[config.mk]
export PLATFORM = sky130hd
export DESIGN_NAME = fpll_freq_calc
export DESIGN_NICKNAME = d
export VERILOG_FILES = /design/src/rtl/fpll_pkg.sv /design/src/rtl/fpll_field_unpack.sv /design/src/rtl/fpll_operand_build.sv /design/src/rtl/fpll_restoring_div.sv /design/src/rtl/fpll_freq_calc.sv
export SDC_FILE = /design/constraint.sdc
export NUM_CORES = 1
export LEC_CHECK = 0
export BUFFER_PORTS_ARGS = -buffer_cell sky130_fd_sc_hd__buf_2
export CAP_MARGIN = 20
export CORE_MARGIN = 3
export CORE_UTILIZATION = 50
export DETAILED_ROUTE_END_ITERATION = 8
export GPL_ROUTABILITY_DRIVEN = 0
export HOLD_SLACK_MARGIN = 0.05
export PLACE_DENSITY = 0.7
export SYNTH_ARGS = -nofsm -noshare
export SYNTH_HDL_FRONTEND = slang
export SYNTH_HIERARCHICAL = 1
export SYNTH_SLANG_ARGS = --single-unit
export TNS_END_PERCENT = 20
[constraint.sdc]
create_clock -name clk -period 2.13 [get_ports clk]
set_input_delay 0.1065 -clock clk [delete_from_list [all_inputs] [get_ports clk]]
set_output_delay 0.1065 -clock clk [all_outputs]
set_load 0.05 [all_outputs]
[src/rtl/fpll_pkg.sv]
package fpll_pkg;

  // Control word field positions (decoded by the arithmetic below)
  localparam int PREDIV_LSB = 26;
  localparam int PREDIV_W   = 4;
  localparam int DEN_LSB    = 16;
  localparam int DEN_W      = 10;
  localparam int MULT_LSB   = 10;
  localparam int MULT_W     = 4;
  localparam int NUM_LSB    = 0;
  localparam int NUM_W      = 10;
  localparam int MULT_FLOOR = 5;

  typedef struct packed {
    logic [PREDIV_W:0]        prediv_eff;  // 1 .. 16
    logic [DEN_W:0]           den_eff;     // 1 .. 1024
    logic [MULT_W-1:0]        mult_eff;    // 5 .. 15
    logic signed [NUM_W-1:0]  num_s;       // -512 .. 511
  } fpll_fields_t;

  function automatic fpll_fields_t f_unpack(input logic [31:0] w);
    fpll_fields_t f;
    logic [MULT_W-1:0] m;
    f.prediv_eff = {1'b0, w[PREDIV_LSB +: PREDIV_W]} + 1'b1;
    f.den_eff    = {1'b0, w[DEN_LSB +: DEN_W]} + 1'b1;
    m            = w[MULT_LSB +: MULT_W];
    f.mult_eff   = (int'(m) < MULT_FLOOR) ? MULT_W'(MULT_FLOOR) : m;
    f.num_s      = $signed(w[NUM_LSB +: NUM_W]);
    return f;
  endfunction

  // Signed numerator term: mult * den + num
  function automatic int f_term(input fpll_fields_t f);
    int a;
    int b;
    int c;
    a = int'(f.mult_eff);
    b = int'(f.den_eff);
    c = int'(f.num_s);
    return a * b + c;
  endfunction

  // Divisor: den * prediv, at most 16384
  function automatic int f_divisor(input fpll_fields_t f);
    return int'(f.den_eff) * int'(f.prediv_eff);
  endfunction

endpackage

[src/rtl/fpll_field_unpack.sv]
module fpll_field_unpack
  import fpll_pkg::*;
#(
  parameter int DATA_W = 32
) (
  input  logic [DATA_W-1:0] ctrl_word,
  output fpll_fields_t      fields
);
  logic unused_ctrl_bits;
  assign unused_ctrl_bits = ^{ctrl_word[DATA_W-1:PREDIV_LSB+PREDIV_W],
                              ctrl_word[DEN_LSB-1:MULT_LSB+MULT_W]};
  assign fields = f_unpack(ctrl_word[31:0]);

  always_comb begin
    AST_MULT_FLOOR: assert (int'(fields.mult_eff) >= MULT_FLOOR || $isunknown(ctrl_word));
  end
endmodule

[src/rtl/fpll_operand_build.sv]
module fpll_operand_build
  import fpll_pkg::*;
#(
  parameter int DATA_W    = 32,
  parameter int PROD_W    = 64,
  parameter int DIV_W     = 16,
  parameter int REF_SHIFT = 10
) (
  input  fpll_fields_t       fields,
  input  logic [DATA_W-1:0]  ref_freq,
  output logic [PROD_W-1:0]  dividend,
  output logic [DIV_W-1:0]   divisor,
  output logic               term_neg
);
  int                 term_s;
  logic [PROD_W-1:0]  ref_scaled;
  logic [PROD_W-1:0]  term_mag;
  logic [PROD_W-1:0]  product;
  logic               unused_ref_low;

  assign unused_ref_low = ^ref_freq[REF_SHIFT-1:0];
  assign term_s     = f_term(fields);
  assign term_neg   = term_s < 0;
  assign ref_scaled = PROD_W'(ref_freq[DATA_W-1:REF_SHIFT]);
  assign term_mag   = term_neg ? '0 : PROD_W'(term_s[30:0]);
  assign product    = ref_scaled * term_mag;
  assign dividend   = product << 1;
  assign divisor    = DIV_W'(f_divisor(fields));

  always_comb begin
    AST_DIVISOR_NONZERO: assert (divisor != '0 || $isunknown(fields));
  end
endmodule

[src/rtl/fpll_restoring_div.sv]
module fpll_restoring_div #(
  parameter int N_W = 64,
  parameter int D_W = 16
) (
  input  logic           clk,
  input  logic           rst_n,
  input  logic           go,
  input  logic [N_W-1:0] dividend,
  input  logic [D_W-1:0] divisor,
  output logic           busy,
  output logic           fin,
  output logic [N_W-1:0] quotient
);
  localparam int CNT_W = $clog2(N_W + 1);

  logic [CNT_W-1:0] cnt;
  logic [D_W-1:0]   rem;
  logic [D_W-1:0]   dsr;
  logic [N_W-1:0]   qsh;
  logic [D_W:0]     rem_shift;
  logic [D_W:0]     rem_diff;
  logic             fits;
  logic             last_step;
  logic             unused_diff_msb;

  assign rem_shift = {rem, qsh[N_W-1]};
  assign fits      = rem_shift >= {1'b0, dsr};
  assign rem_diff  = fits ? (rem_shift - {1'b0, dsr}) : rem_shift;
  assign unused_diff_msb = rem_diff[D_W];
  assign last_step = busy && (cnt == CNT_W'(1));
  assign quotient  = qsh;

  always_ff @(posedge clk or negedge rst_n) begin
    if (!rst_n) begin
      busy <= 1'b0;
      fin  <= 1'b0;
      cnt  <= '0;
      rem  <= '0;
      dsr  <= '0;
      qsh  <= '0;
    end else begin
      fin <= 1'b0;
      if (busy) begin
        rem <= rem_diff[D_W-1:0];
        qsh <= {qsh[N_W-2:0], fits};
        cnt <= cnt - 1'b1;
        if (last_step) begin
          busy <= 1'b0;
          fin  <= 1'b1;
        end
      end else if (go) begin
        busy <= 1'b1;
        cnt  <= CNT_W'(N_W);
        rem  <= '0;
        dsr  <= divisor;
        qsh  <= dividend;
      end
    end
  end

  AST_REM_BELOW_DIVISOR: assert property (@(posedge clk) disable iff (!rst_n)
    busy |-> (rem < dsr));
  AST_GO_WHEN_IDLE: assert property (@(posedge clk) disable iff (!rst_n)
    go |-> !busy);
  AST_FIN_AFTER_BUSY: assert property (@(posedge clk) disable iff (!rst_n)
    $rose(fin) |-> $fell(busy));
endmodule

[src/rtl/fpll_freq_calc.sv]
module fpll_freq_calc
  import fpll_pkg::*;
#(
  parameter int DATA_W    = 32,
  parameter int PROD_W    = 64,
  parameter int DIV_W     = 16,
  parameter int REF_SHIFT = 10,
  parameter int OUT_SHIFT = 10
) (
  input  logic              clk,
  input  logic              rst_n,
  input  logic              start,
  input  logic [DATA_W-1:0] ctrl_word,
  input  logic [DATA_W-1:0] ref_freq,
  output logic              busy,
  output logic              done,
  output logic [DATA_W-1:0] freq_out,
  output logic              neg_err
);
  localparam int KEEP_W = DATA_W - OUT_SHIFT;

  fpll_fields_t       fields;
  logic [PROD_W-1:0]  dividend;
  logic [DIV_W-1:0]   divisor;
  logic               term_neg;
  logic               accept;
  logic               div_go;
  logic               div_busy;
  logic               div_fin;
  logic [PROD_W-1:0]  quotient;
  logic [DATA_W-1:0]  result_w;
  logic               unused_quo_high;

  fpll_field_unpack #(.DATA_W(DATA_W)) u_unpack (
    .ctrl_word (ctrl_word),
    .fields    (fields)
  );

  fpll_operand_build #(
    .DATA_W(DATA_W), .PROD_W(PROD_W), .DIV_W(DIV_W), .REF_SHIFT(REF_SHIFT)
  ) u_operands (
    .fields   (fields),
    .ref_freq (ref_freq),
    .dividend (dividend),
    .divisor  (divisor),
    .term_neg (term_neg)
  );

  assign busy   = div_busy | div_fin | done;
  assign accept = start && !busy;
  assign div_go = accept && !term_neg;

  fpll_restoring_div #(.N_W(PROD_W), .D_W(DIV_W)) u_div (
    .clk      (clk),
    .rst_n    (rst_n),
    .go       (div_go),
    .dividend (dividend),
    .divisor  (divisor),
    .busy     (div_busy),
    .fin      (div_fin),
    .quotient (quotient)
  );

  assign unused_quo_high = ^quotient[PROD_W-1:KEEP_W];
  assign result_w = {quotient[KEEP_W-1:0], {OUT_SHIFT{1'b0}}};

  always_ff @(posedge clk or negedge rst_n) begin
    if (!rst_n) begin
      done     <= 1'b0;
      freq_out <= '0;
      neg_err  <= 1'b0;
    end else begin
      done <= 1'b0;
      if (accept && term_neg) begin
        freq_out <= '0;
        neg_err  <= 1'b1;
        done     <= 1'b1;
      end else if (div_fin) begin
        freq_out <= result_w;
        neg_err  <= 1'b0;
        done     <= 1'b1;
      end
    end
  end

  AST_DONE_PULSE: assert property (@(posedge clk) disable iff (!rst_n)
    done |=> !done);
  AST_BUSY_ENDS_AT_DONE: assert property (@(posedge clk) disable iff (!rst_n)
    $fell(busy) |-> $past(done));
  AST_NEG_GIVES_ZERO: assert property (@(posedge clk) disable iff (!rst_n)
    (done && neg_err) |-> (freq_out == '0));
  AST_LOW_BITS_CLEAR: assert property (@(posedge clk) disable iff (!rst_n)
    done |-> (freq_out[OUT_SHIFT-1:0] == '0));
  AST_RESULT_HOLDS: assert property (@(posedge clk) disable iff (!rst_n)
    !done |-> ($stable(freq_out) && $stable(neg_err)));
endmodule

==> metrics <==
IO Pins between 100 and 150; status finished, violations left; reg2reg path depth 9; CTS tree done; initial antenna violation count 1; Pins Over Slew Limit 0; most frequent cell on the critical path fa_1; WP buf/inv 11; adder-cell area share of the yosys netlist 39.7%; Synth top area share 27.0%; die height 226 um; Hold Vio Cnt, Final 0; Slew HR 58.3%; Slew @ Worst Pin 0.626 ns; flop2flop setup slack -0.18 ns; I/O Buffers slightly below 80; clock slew at reported path FFs 0.06 ns; clock latency on the worst-skew pair 0.42 ns; Synth Cell Area 0.0241 sq mm; die footprint 0.0510 sq mm; synthesized flop and latch total 129; Synth area leaders fa_1 27%, dfrtp_1 13%, ha_1 13%, inv_1 6.6%, and3_1 4.3%; WL final 67900 um; placed cell areas between 0.02 and 0.03 sq mm; htree depth 4; ys flop type dfrtp_1; total CTS buffers 17; Final Setup Violations 128; Setup Skew 0.0170 ns; async set-reset flop share out of synthesis 100%; Max Clock Freq 96.0 MHz; cell taking the most area after synthesis fa_1; Worst R2R Start u_div/quotient[63]; Initial Util 51.2%; Cells after Synth ~2700; Post-DP HPWL 51700 um; clk buf depth 2; die width around 230 um; final std cells w/o fill 3810; Routed Antenna Nets 0; clk root buf clkbuf_16; largest net degree at the start of global routing 103; Period minus WS final approximately 10 ns; core area ~0.047 sq mm; Setup crit end kind flop; Iteration-0 DRC Markers 1476; largest family of logic cells by synthesized area adder cells; post-synthesis simple-gate area fraction 17.0%; Syn. warnings 6; placed cells 3726; number of flops mapped to enable cells by yosys 0; per-cell routed wire length 17.8 um; Vias/cell approximately 5.6; Yosys cell types 82; slowest stage delay, CP roughly 0.57 ns; post-synthesis sequential area ratio 13.4%; Max Cap Viol 0; Fillers about 3500; Layout area overhead 28.4%; xor and xnor fraction of the mapped netlist area 3.15%; Tightest Hold Check Type primary input to asynchronous set/reset pin; Final nets approximately 3800; crit path kind primary input to flop; vias 21500; gr ovfl total 0; critical path launch point ctrl_word[17]; worst hold slack 0.218 ns; top fanout value on the critical path 7; DR pass1 iterations 5; Row Count a little under 80; mux contribution to synthesized area 3.86%; post-route setup slack -8.29 ns; RSZ-0062 raised after global routing yes; share of cells above drive strength 1 between 20% and 30%; vias in the first global route approximately 23000; compound-gate portion of the synthesized area 11.5%; first-pass GRT wire length 110000 um; worst slack, placed -8.66 ns; FF-to-FF End u_div/rem[10]; slowest CP cell fa_1; residual DRC count 0; required time worst endpoint 2.46 ns; design area 0.0310 sq mm; fin crit share 489%; failing checks setup timing; startpoint types primary input; syn_area_per_cell about 8.8 sq um; CTS sink count 129; Total Routing Usage GR 26.2%; Worst Path Arrival 10.75 ns; critical path's top delay family adder cells
## cells in the mapped netlist, drive strengths merged (7+ instances only)
cell type / n
inv: 427
fa: 326
ha: 245
nand2: 225
nand3: 176
and3: 168
clkbuf: 131
dfrtp: 129
o21ai: 122
a21oi: 109
mux2i: 92
buf: 85
nor2: 65
and2: 63
xnor2: 56
a21o: 45
nand4: 33
xor2: 29
nor3: 24
o2111ai: 17
nand2b: 14
o211ai: 14
o21a: 13
o21bai: 11
o2111a: 10
o221ai: 9
a41oi: 8
nor2b: 8
or3: 8
a211oi: 7
o31ai: 7
## registers in the layout, indices dropped and copies added (netlist names)
signal	cells
u_div/quotient	64
freq_out	22
u_div/dsr	16
u_div/rem	16
u_div/cnt	7
done	1
neg_err	1
u_div/busy	1
u_div/fin	1
## logic make-up after synthesis
logic type,count (synthesis)
AOI/OAI and AO/OA,420
xor gates and xnor gates,85
adders and majority gates,571
buffers and inverters,643
DFF,129
muxes,93
other,2
and+or+nand+nor,804
## final cells by class
type	instances	area, sq um	share of cell area [%]
diodes	1	2.50	0.00807
clock buffers	17	425	1.37
clock inverters	15	198	0.638
inverters	427	1610	5.20
multi-input cells	2006	19700	63.5
flip-flops and latches	129	3230	10.4
well taps	607	759	2.45
repair buffers	608	5080	16.4
## metrics by stage
step	utilization (%)	setup TNS (ns)
after floorplan	-	-628.31
after global placement	60.8	-669.60
after detailed placement	60.8	-688.70
after CTS	64.7	-598.61
after global routing	65.7	-645.60
final	65.7	-618.09
## timing repair
action | in CTS | in global routing
pin swaps | 90 | 92
gates cloned | 9 | 2
setup buffers | 28 | 16
endpoints found under the setup margin | 128 | 128
endpoints found under the hold margin | 52 | 0
resized for setup | 162 | 93
hold buffers | 1 | 0
## layer usage
metal / vias up / part of all wire [%] / GRT usage, %
met5: - / 0 / 0
met4: 0 / 3.2 / 8.00
met3: 183 / 5.5 / 3.90
met2: 752 / 52 / 47.7
met1: 10600 / 40 / 32.1
li1: 9931 / - / -
## placed cells by master (no fill, tap or decap), types with 8 or more instances in the layout
master and n:
buf_4 470, inv_1 404, fa_1 307, nand2_1 217, ha_1 211, nand3_1 157
and3_1 149, dfrtp_1 128, mux2i_1 92, o21ai_0 74, a21oi_1 72, buf_2 70
and2_1 61, nor2_1 60, a21o_1 45, o21ai_1 42, xnor2_1 35, conb_1 33
nand4_1 33, buf_12 30, a21oi_2 29, ha_4 27, buf_6 24, xor2_1 24
nor3_1 23, inv_2 22, clkbuf_16 19, xnor2_2 19, and3_4 19, fa_2 19
o2111ai_1 17, o21a_1 13, nand2b_1 13, o211ai_1 12, nand3_2 11, o2111a_1 10
o21bai_1 9, a21oi_4 8, nand3_4 8, a41oi_1 8
## how the worst max path moves through the flow
| stage | end | slack [ns] | cells past startpoint |
|---|---|---|---|
| 2_1_floorplan | u_div/quotient[41] | -8.05 | 47 |
| 3_3_place_gp | u_div/quotient[41] | -8.48 | 47 |
| 3_5_place_dp | u_div/quotient[38] | -8.66 | 45 |
| 4_1_cts | u_div/quotient[32] | -8.02 | 46 |
| 5_1_grt | u_div/quotient[32] | -8.63 | 45 |
| 6_report | u_div/quotient[38] | -8.29 | 46 |
Power is not shown: default switching activity piles up to over one toggle a cycle in this logic, so the estimate is an artifact.
